==> src/rtl/wt_snoop_cache.sv <==
module wt_snoop_cache #(
  parameter int ADDR_W = 8,
  parameter int DATA_W = 16,
  parameter int LINES  = 8
) (
  input  logic              clk,
  input  logic              rst_n,
  input  logic              mode_update,
  input  logic              cpu_req,
  input  logic              cpu_we,
  input  logic [ADDR_W-1:0] cpu_addr,
  input  logic [DATA_W-1:0] cpu_wdata,
  output logic [DATA_W-1:0] cpu_rdata,
  output logic              cpu_ack,
  output logic              cpu_stall,
  output logic              bus_req,
  output logic              bus_we,
  output logic [ADDR_W-1:0] bus_addr,
  output logic [DATA_W-1:0] bus_wdata,
  input  logic              bus_gnt,
  input  logic              bus_rvalid,
  input  logic [DATA_W-1:0] bus_rdata,
  input  logic              snp_valid,
  input  logic              snp_we,
  input  logic [ADDR_W-1:0] snp_addr,
  input  logic [DATA_W-1:0] snp_data
);
  localparam int IDX_W = (LINES > 1) ? $clog2(LINES) : 1;
  localparam int TAG_W = ADDR_W - IDX_W;

  typedef enum logic [2:0] {S_IDLE, S_RD, S_RDW, S_WR, S_DONE} st_t;
  st_t st;

  logic [LINES-1:0]  line_valid;
  logic [TAG_W-1:0]  line_tag  [LINES];
  logic [DATA_W-1:0] line_data [LINES];

  logic [IDX_W-1:0] cpu_idx, snp_idx;
  logic [TAG_W-1:0] cpu_tag, snp_tag;
  logic snp_hit, snp_same, eff_valid, cpu_hit, fill_now, wr_commit;
  logic [DATA_W-1:0] eff_data;

  assign cpu_idx = cpu_addr[IDX_W-1:0];
  assign cpu_tag = cpu_addr[ADDR_W-1:IDX_W];
  assign snp_idx = snp_addr[IDX_W-1:0];
  assign snp_tag = snp_addr[ADDR_W-1:IDX_W];

  assign snp_hit   = snp_valid & snp_we & line_valid[snp_idx] & (line_tag[snp_idx] == snp_tag);
  assign snp_same  = snp_hit & (snp_idx == cpu_idx);
  assign eff_valid = line_valid[cpu_idx] & ~(snp_same & ~mode_update);
  assign eff_data  = (snp_same & mode_update) ? snp_data : line_data[cpu_idx];
  assign cpu_hit   = eff_valid & (line_tag[cpu_idx] == cpu_tag);
  assign fill_now  = (st == S_RDW) & bus_rvalid;
  assign wr_commit = (st == S_WR) & bus_gnt;

  assign bus_req   = (st == S_RD) | (st == S_WR);
  assign bus_we    = (st == S_WR);
  assign bus_addr  = cpu_addr;
  assign bus_wdata = cpu_wdata;
  assign cpu_ack   = (st == S_DONE);
  assign cpu_stall = cpu_req & ~cpu_ack;

  always_ff @(posedge clk) begin
    if (!rst_n) begin
      st        <= S_IDLE;
      cpu_rdata <= '0;
    end else begin
      case (st)
        S_IDLE: if (cpu_req) begin
          if (cpu_we) st <= S_WR;
          else if (cpu_hit) begin
            cpu_rdata <= eff_data;
            st        <= S_DONE;
          end else st <= S_RD;
        end
        S_RD:  if (bus_gnt) st <= S_RDW;
        S_RDW: if (bus_rvalid) begin
          cpu_rdata <= bus_rdata;
          st        <= S_DONE;
        end
        S_WR:  if (bus_gnt) st <= S_DONE;
        default: st <= S_IDLE;
      endcase
    end
  end

  always_ff @(posedge clk) begin
    if (!rst_n) line_valid <= '0;
    else begin
      if (snp_hit && !mode_update) line_valid[snp_idx] <= 1'b0;
      if (fill_now) line_valid[cpu_idx] <= 1'b1;
    end
  end

  always_ff @(posedge clk) begin
    if (snp_hit && mode_update) line_data[snp_idx] <= snp_data;
    if (fill_now) begin
      line_data[cpu_idx] <= bus_rdata;
      line_tag[cpu_idx]  <= cpu_tag;
    end
    if (wr_commit && cpu_hit) line_data[cpu_idx] <= cpu_wdata;
  end
endmodule


==> config.mk <==
export PLATFORM = sky130hd
export DESIGN_NAME = wt_snoop_cache
export DESIGN_NICKNAME = d
export VERILOG_FILES = /design/src/rtl/wt_snoop_cache.sv
export SDC_FILE = /design/constraint.sdc
export NUM_CORES = 1
export LEC_CHECK = 0
export ABC_AREA = 1
export BUFFER_PORTS_ARGS = -buffer_cell sky130_fd_sc_hd__buf_2
export CORE_MARGIN = 10
export CORE_UTILIZATION = 54
export DETAILED_ROUTE_END_ITERATION = 8
export GPL_TIMING_DRIVEN = 0
export PLACE_DENSITY = 0.83
export SLEW_MARGIN = 10
export SYNTH_ARGS = -nofsm -noshare
export SYNTH_HDL_FRONTEND = slang
export SYNTH_SLANG_ARGS = --single-unit
==> constraint.sdc <==
create_clock -name clk -period 4.1 [get_ports clk]
set_input_delay 0.82 -clock clk [delete_from_list [all_inputs] [get_ports clk]]
set_output_delay 0.82 -clock clk [all_outputs]
set_load 0.02 [all_outputs]
==> results of run 1 <==
## logic make-up after synthesis
| kind of cell | count (synthesis) | share of synthesized area |
|---|---|---|
| and+or+nand+nor | 922 | 0.3324 |
| DFF | 195 | 0.5016 |
| AOI/OAI and AO/OA | 111 | 0.06731 |
| xor gates and xnor gates | 3 | 0.002360 |
| buffers and inverters | 244 | 0.09630 |
## layer usage
metal  track usage  share of wire
met1        0.3090           0.35
met2        0.4442           0.49
met3       0.04631           0.11
met4        0.1442          0.051
met5             0              0
## final cells by class
cell class	count	area (sq um)
inverters	150	565.5
repair buffers	102	585.6
multi-input cells	1036	4547
clock buffers	17	425.4
flip-flops and latches	195	5585
clock inverters	15	176.4
plain buffers	94	509.2
fillers	1726	7502
well taps	270	337.8
## registers in the layout, summed over array words and instances (netlist names)
name,flops
cpu_rdata,16
line_data,128
line_tag,40
line_valid,8
st,3
## final timing paths
path                 endpoint  cells past startpoint
min reg2reg     line_valid[5]                      2
max reg2reg  line_data[3][13]                     10
max          line_data[3][13]                     16
min             line_valid[5]                      2
## cells in the final DEF (no fill, tap or decap), types with 3 or more instances in the layout
cell type and n:
a22oi_1 20, buf_2 121, nand4_1 32, inv_6 3
o21ai_2 5, nand3_1 64, nand2_2 6, dfxtp_1 27
clkinvlp_4 4, buf_4 29, xor2_1 3, buf_1 14
inv_1 139, clkbuf_16 17, a22o_1 5, nor2_2 3
a21oi_2 5, a21oi_4 3, o21ai_4 3, clkinv_1 3
nor3_1 3, o22ai_1 10, buf_8 6, nand2_1 716
inv_2 8, clkbuf_1 23, nor2_1 88, a221oi_1 8
a211oi_1 5, nand3_2 5, edfxtp_1 168, o21ai_0 25
a21oi_1 17
## worst max-delay path, delay by kind of cell
family,cells,cell delay (ns)
AO/OA/AOI/OAI,2,0.45
buffers and inverters,4,0.87
AND/OR/NAND/NOR,10,1.87
## report_power, final
part / internal, W / switching [W] / total, W
Sequential: 0.00229 / 0.0000590 / 0.00235
Clock: 0.000918 / 0.000815 / 0.00173
Combinational: 0.000380 / 0.000878 / 0.00126
## repair_timing
action | 4_1_cts | 5_1_grt
hold buffers | 0 | 0
buffers inserted | 0 | 1
gates cloned | 0 | 0
pin swaps | 0 | 1
gates resized for setup | 2 | 6
endpoints found under the setup margin | 16 | 98
## per-stage QoR
step,hold slack (ns),setup slack [ns],utilization
2_1_floorplan,0.4496,0.1004,-
3_5_place_dp,0.4723,-0.4851,0.5964
6_report,0.4842,0.2107,0.6292
3_3_place_gp,0.4582,-1.619,0.5905
4_1_cts,0.4825,0.1161,0.6269
5_1_grt,0.5120,0.02041,0.6292
==> results.json, run 1 <==
{
  "row_count": 52,
  "synthFlopType": "edfxtp_1",
  "die_h_microns": 163.6,
  "diodes": 0,
  "rrSetupSlack_ns": 0.63,
  "layout.cells.non_filler": 1879,
  "die_area_sq_mm": 0.02676,
  "syn_area_per_cell_sq_um": 7.549,
  "worstPathRequired_ns": 4.24,
  "grt_pass1_vias": 10438,
  "hp-start": "line_valid[5]",
  "cpPeakStageDelay_ns": 0.44,
  "relSlewSlack": 0.2385,
  "final_cell_area_sq_mm": 0.01273,
  "syn_nets": 1548,
  "cts_buffer_depth": 2,
  "synth.distinct_cells": 37,
  "placedCellCount": 1846,
  "synth_top_area_cell": "edfxtp_1",
  "core_sq_mm": 0.02023,
  "numCtsBuffers": 17,
  "ioPinCount": 117,
  "synth-edff-count": 168,
  "nNetsFinal": 1669,
  "async_flop_share": 0,
  "hold_path.class": "reg2reg",
  "remaining_drc_errors": 0,
  "cts_sinks": 195,
  "track_usage": 0.2619,
  "clock_latency_ns": 0.44,
  "tns_ns": 0,
  "grt_max_degree": 19,
  "arrival_ns": 4.03,
  "via_count": 10855,
  "power_density_mw_per_mm2": 419.1,
  "detail-route-antenna-nets": 0,
  "cts-htree-levels": 4,
  "yosysMostFrequentCell": "nand2_1",
  "min_period_ns": 3.889,
  "cts_tree": "yes",
  "ys_seq_area_frac": 0.5016,
  "start_util": 0.5503,
  "p_leak_nw": 5.906,
  "area_growth_pct": 14.35,
  "crit_start": "cpu_addr[0]",
  "vias_per_cell": 5.777,
  "cp_cell_sequence": "buf_4, inv_2, nand3_1, o22ai_1, nor2_1, nand3_1, nand2_1, nor2_1, nand2_1, nor2_2, nand3_4, nand2_2, nand2_1, buf_2, o21ai_2, buf_8",
  "cts-root-buf": "clkbuf_16",
  "final_max_slew_viol_count": 0,
  "synth_top_cell_area_share": 0.4531,
  "firstDrtPassIters": 6,
  "synth_warnings": 0,
  "crit_type": "in2reg",
  "rsz0062_at_grt": "no",
  "syn_inst": 1475,
  "placed_area_sq_mm": 0.01207,
  "yosys-top-cells-count": "nand2_1 (717), edfxtp_1 (168), inv_1 (139)",
  "first_iter_violations": 1505,
  "die_w_microns": 163.6,
  "critPathCaptureType": "register",
  "period_share": 0.9486,
  "dp_hpwl_microns": 26240,
  "final_layout_size_suffix_gt1_frac": 0.1442,
  "crit_top_cell": "nand2_1",
  "crit_path_top_delay_cell": "nand3_1",
  "gp_congestion": 0.9358,
  "clk_pin_slew_ns": 0.07,
  "synthTopCellsByArea": "edfxtp_1 (45%), nand2_1 (24%), dfxtp_1 (4.9%)",
  "fin_skew_ns": 0.009947,
  "final_hold_viol_count": 0,
  "syn_area_sq_mm": 0.01113,
  "worst-slew-pin-transition_ns": 1.133,
  "grt_pass1_wl_microns": 54700,
  "status": "finished clean",
  "wirelength_microns": 35660,
  "r2r_start": "st[1]",
  "clock.fmax_ghz": 0.2571,
  "power.total_w": 0.005337,
  "grt_antenna_before_repair": 0,
  "finalSetupViolCount": 0,
  "grt_overflow": 0,
  "crit_fanout": 12,
  "startpoint_type": "input pin",
  "ir_drop_mv": 0.3080,
  "ys_ff_latch": 195,
  "maxCapViolCount": 0,
  "wl_per_cell_microns": 18.98,
  "io_buffers": 95
}
Power figures use the tool's default switching activity.
==> run 2, diff against run 1 <==
--- a/config.mk
+++ b/config.mk
@@ -7,7 +7,7 @@
 export LEC_CHECK = 0
 export ABC_AREA = 1
 export BUFFER_PORTS_ARGS = -buffer_cell sky130_fd_sc_hd__buf_2
-export CORE_MARGIN = 10
+export CORE_MARGIN = 2
 export CORE_UTILIZATION = 54
 export DETAILED_ROUTE_END_ITERATION = 8
 export GPL_TIMING_DRIVEN = 0
@@ -16,3 +16,4 @@
 export SYNTH_ARGS = -nofsm -noshare
 export SYNTH_HDL_FRONTEND = slang
 export SYNTH_SLANG_ARGS = --single-unit
+export TNS_END_PERCENT = 30
==> results.json, run 2 (same netlist as run 1, synthesis figures left out) <==
{
  "status": "finished clean",
  "grt_pass1_vias": 10340,
  "clock.fmax_ghz": 0.2553,
  "cts-root-buf": "clkbuf_16",
  "maxCapViolCount": 0,
  "die_area_sq_mm": 0.02178,
  "rsz0062_at_grt": "no",
  "clk_pin_slew_ns": 0.07,
  "worst-slew-pin-transition_ns": 1.148,
  "cts_tree": "yes",
  "grt_overflow": 0,
  "die_w_microns": 147.6,
  "fillers": 1669,
  "p_sw_frac": 0.3353,
  "via_count": 10845,
  "dpl_worst_slack_ns": -0.4094,
  "final_layout_size_suffix_gt1_frac": 0.1429,
  "row_count": 52,
  "arrival_ns": 4.07,
  "dp_hpwl_microns": 25020,
  "numCtsBuffers": 17,
  "first_iter_violations": 1215,
  "ctsHoldBuffers": 0,
  "remaining_drc_errors": 0,
  "crit_fanout": 12,
  "top_regs": "line_data: 128 flops, line_tag: 40 flops, cpu_rdata: 16 flops",
  "ioPinCount": 117,
  "finalWorstSetupSlack_ns": 0.1832,
  "final_max_slew_viol_count": 0,
  "grt_antenna_before_repair": 0,
  "power_density_mw_per_mm2": 410.8,
  "comb_power_share": 0.240,
  "critPathCaptureType": "register",
  "gp_congestion": 0.9186,
  "final_hold_viol_count": 0,
  "wirelength_microns": 34710,
  "diodes": 0,
  "io_buffers": 95,
  "seq_power_share": 0.451,
  "p_int_w": 0.003458,
  "cts_buffer_depth": 2,
  "grt_pass1_wl_microns": 53170,
  "firstDrtPassIters": 7,
  "power.total_w": 0.005203,
  "crit_type": "in2reg",
  "worstPathRequired_ns": 4.26,
  "cts-htree-levels": 4,
  "min_period_ns": 3.917,
  "track_usage": 0.3193,
  "start_util": 0.5503,
  "startpoint_type": "input pin",
  "nNetsFinal": 1669,
  "top_register": "line_data",
  "area_growth_pct": 13.77,
  "core_sq_mm": 0.02023,
  "ir_drop_mv": 0.3037,
  "p_leak_nw": 5.887,
  "p_sw_w": 0.001745,
  "wl_per_cell_microns": 18.47,
  "hold_path.class": "reg2reg",
  "clock_latency_ns": 0.45,
  "die_h_microns": 147.6,
  "p_clk_frac": 0.310,
  "detail-route-antenna-nets": 0,
  "largest_reg_flops": 128,
  "final_common_cell": "nand2_1",
  "mostFrequentLayoutCells": "nand2_1 (717), edfxtp_1 (168), inv_1 (139)",
  "period_share": 0.9553,
  "vias_per_cell": 5.772,
  "relSlewSlack": 0.2288,
  "grt_max_degree": 19,
  "finalSetupViolCount": 0,
  "fin_skew_ns": 0.01091,
  "cts_sinks": 195
}
run 2: metrics by stage:
step	cells	hold WS (ns)	instance area (sq um)	util	TNS (ns)
global placement	1840	0.4584	11950	0.5905	-181.51
global route	1879	0.4948	12670	0.6260	0
CTS	1878	0.4756	12620	0.6235	0
floorplan	1475	0.4496	11130	-	0
detailed placement	1846	0.4661	12070	0.5964	-25.04
finish	1879	0.4752	12670	0.6260	0
run 2: final timing paths:
path | from | end | slack, ns | cells past startpoint
max | snp_addr[2] | line_data[1][1] | 0.18 | 13
min | line_valid[4] | line_valid[4] | 0.48 | 2
max reg2reg | st[1] | line_data[3][6] | 0.57 | 10
min reg2reg | line_valid[4] | line_valid[4] | 0.48 | 2
run 2: timing repair:
action	in CTS	in global routing
setup endpoints to repair	0	55
resized for setup	0	5
buffers inserted	0	1
run 2: power by group through the flow:
stage,Sequential [W],Clock (W),Combinational (W)
after floorplan,0.00248,0,0.000751
after global placement,0.00239,0,0.00117
after detailed placement,0.00239,0,0.00122
after CTS,0.00234,0.00158,0.00122
after global routing,0.00236,0.00166,0.00139
final,0.00234,0.00161,0.00125
run 2: area by class of cell:
type / instances / area (sq um) / share of cell area
sequential: 195 / 5585 / 0.4409
inverter: 150 / 563.0 / 0.04445
tap: 270 / 337.8 / 0.02667
clock buffer: 17 / 425.4 / 0.03358
multi-input combinational: 1036 / 4537 / 0.3582
buffer: 94 / 509.2 / 0.04020
clock inverter: 15 / 123.9 / 0.009779
timing repair buffer: 102 / 585.6 / 0.04623
run 2: worst max-delay path, cell delays in order:
cell and delay (ns):
buf_2 0.17, inv_1 0.07, nor2_1 0.57, nand3_1 0.14, nand2_1 0.12, o21ai_0 0.09, nand2_1 0.17, nand3_1 0.15
nor2_4 0.29, buf_2 0.31, nand2_1 0.42, o21ai_2 0.50, buf_8 0.22
run 2: routing by layer:
layer | GRT usage | wire length [microns] | vias to the layer above
met2 | 0.5479 | 17120 | 782
li1 | - | - | 4956
met5 | 0 | 0 | -
met3 | 0.06821 | 3854 | 158
met1 | 0.3710 | 11800 | 4949
met4 | 0.1832 | 1940 | 0
==> run 3, diff against run 2 <==
--- a/config.mk
+++ b/config.mk
@@ -7,11 +7,13 @@
 export LEC_CHECK = 0
 export ABC_AREA = 1
 export BUFFER_PORTS_ARGS = -buffer_cell sky130_fd_sc_hd__buf_2
+export CELL_PAD_IN_SITES_DETAIL_PLACEMENT = 1
+export CELL_PAD_IN_SITES_GLOBAL_PLACEMENT = 2
 export CORE_MARGIN = 2
-export CORE_UTILIZATION = 54
+export CORE_UTILIZATION = 31
 export DETAILED_ROUTE_END_ITERATION = 8
 export GPL_TIMING_DRIVEN = 0
-export PLACE_DENSITY = 0.83
+export PLACE_DENSITY = 0.82
 export SLEW_MARGIN = 10
 export SYNTH_ARGS = -nofsm -noshare
 export SYNTH_HDL_FRONTEND = slang
==> results.json, run 3 (same netlist as run 1, synthesis figures left out) <==
{
  "placedCellCount": 2039,
  "io_buffers": 95,
  "cts-root-buf": "clkbuf_16",
  "grt_overflow": 0,
  "wirelength_microns": 44630,
  "dp_hpwl_microns": 32540,
  "largest_reg_flops": 128,
  "numCtsBuffers": 17,
  "rsz0062_at_grt": "no",
  "row_count": 69,
  "rr_endpoint": "line_data[1][12]",
  "startpoint_type": "input pin",
  "crit_start": "cpu_addr[1]",
  "r2r_start": "st[1]",
  "gp_congestion": 0.8627,
  "firstDrtPassIters": 5,
  "diodes": 0,
  "die_area_sq_mm": 0.03745,
  "critical_path.endpoint": "line_data[1][12]",
  "clk_pin_slew_ns": 0.07,
  "ir_drop_mv": 0.2666,
  "top_register": "line_data",
  "grt_antenna_before_repair": 0,
  "mostFrequentLayoutCells": "nand2_1 (716), edfxtp_1 (168), inv_1 (139)",
  "post-route-util": 0.3699,
  "die_h_microns": 193.5,
  "final_max_slew_viol_count": 0,
  "wl_per_cell_microns": 21.44,
  "p_leak_nw": 5.982,
  "cts_sinks": 195,
  "via_count": 10585,
  "fin_skew_ns": 0.01796,
  "status": "finished clean",
  "remaining_drc_errors": 0,
  "final_hold_viol_count": 0,
  "power_density_mw_per_mm2": 409.7,
  "min_period_ns": 3.949,
  "layout.cells.non_filler": 2082,
  "cts-htree-levels": 4,
  "die_w_microns": 193.5,
  "crit_type": "in2reg",
  "crit_fanout": 10,
  "final_layout_size_suffix_gt1_frac": 0.1518,
  "grt_pass1_wl_microns": 67860,
  "track_usage": 0.2401,
  "maxCapViolCount": 0,
  "finalSetupViolCount": 0,
  "relSlewSlack": 0.2392,
  "detail-route-antenna-nets": 0,
  "final_common_cell": "nand2_1",
  "r2r_cells": 10,
  "top_regs": "line_data: 128 flops, line_tag: 40 flops, cpu_rdata: 16 flops",
  "period_share": 0.9632,
  "cts_tree": "yes",
  "grt_max_degree": 19,
  "start_util": 0.3138,
  "ioPinCount": 117,
  "dpl_worst_slack_ns": -0.5905,
  "grt_pass1_vias": 10869,
  "worstPathRequired_ns": 4.25,
  "finalWorstSetupSlack_ns": 0.1510,
  "rrSetupSlack_ns": 0.55,
  "hold_path.class": "reg2reg",
  "critPathCaptureType": "register",
  "arrival_ns": 4.10,
  "nNetsFinal": 1681,
  "clock.fmax_ghz": 0.2532,
  "worst-slew-pin-transition_ns": 1.134,
  "clock_latency_ns": 0.45,
  "cts_buffer_depth": 2,
  "area_growth_pct": 17.87,
  "core_sq_mm": 0.03548,
  "vias_per_cell": 5.084,
  "first_iter_violations": 963
}
[run 3: cell types whose count changed in the layout (fill, tap and decap cells not counted), moves of 4 or more]
cell     previous run  this run
buf_4              29        39
o21ai_2             5         0
o21ai_4             3         8
inv_6               7         3
nand3_4             1         5
[run 3: cell type report]
| type | count | area (sq um) |
|---|---|---|
| fillers | 4358 | 22360 |
| flip-flops and latches | 195 | 5585 |
| multi-input cells | 1036 | 4617 |
| repair buffers | 114 | 686.9 |
| well taps | 461 | 576.8 |
| inverters | 150 | 570.5 |
| plain buffers | 94 | 511.7 |
| clock buffers | 17 | 425.4 |
| clock inverters | 15 | 150.1 |
[run 3: layer usage]
metal	vias to the layer above	track usage	routed length [microns]
li1	4969	-	-
met1	5145	0.3300	19970
met2	418	0.3937	20680
met3	53	0.04289	3232
met4	0	0.05485	755
met5	-	0	0
[run 3: timing repair]
action / 4_1_cts / 5_1_grt
hold buffers: 0 / 0
gates resized for setup: 7 / 14
cloned: 0 / 0
endpoints found under the setup margin: 46 / 116
endpoints found under the hold margin: 0 / 0
pin swaps: 0 / 4
buffers inserted: 0 / 11
[run 3: stage by stage]
| step | TNS (ns) | hold WS, ns | power, W | instance area [sq um] |
|---|---|---|---|---|
| 2_1_floorplan | 0 | 0.4496 | 0.003229 | 11130 |
| 3_3_place_gp | -257.65 | 0.4586 | 0.003660 | 12190 |
| 3_5_place_dp | -57.59 | 0.4712 | 0.003695 | 12330 |
| 4_1_cts | -0.3464 | 0.4818 | 0.005383 | 12940 |
| 5_1_grt | 0 | 0.5046 | 0.005641 | 13120 |
| 6_report | 0 | 0.4841 | 0.005377 | 13120 |
[run 3: how the worst min path moves through the flow]
| stage | from | endpoint | cells past startpoint |
|---|---|---|---|
| 6_report | line_valid[4] | line_valid[4] | 2 |
| 5_1_grt | line_valid[4] | line_valid[4] | 2 |
| 4_1_cts | line_valid[5] | line_valid[5] | 2 |
| 3_5_place_dp | line_valid[5] | line_valid[5] | 2 |
| 3_3_place_gp | line_valid[5] | line_valid[5] | 2 |
| 2_1_floorplan | line_valid[1] | line_valid[1] | 2 |
[run 3: critical path, cell delays in order]
cell and delay (ns):
buf_2 0.14, inv_2 0.24, nand3_4 0.27, inv_2 0.28, nand2_1 0.08, nand2_1 0.06
nor2_1 0.05, nand3_1 0.06, nand2_1 0.08, nor2_1 0.13, nand2_1 0.11, nor2_2 0.19
nand3_4 0.20, nand2_2 0.26, nand2_1 0.30, buf_2 0.38, o21ai_4 0.20, buf_8 0.22
[run 3: power breakdown]
part | internal [W] | leakage, nW | switching (W) | total, W
registers | 0.00229 | 1.73 | 0.0000616 | 0.00235
clock network | 0.000859 | 0.280 | 0.000857 | 0.00172
logic | 0.000386 | 3.97 | 0.000928 | 0.00131
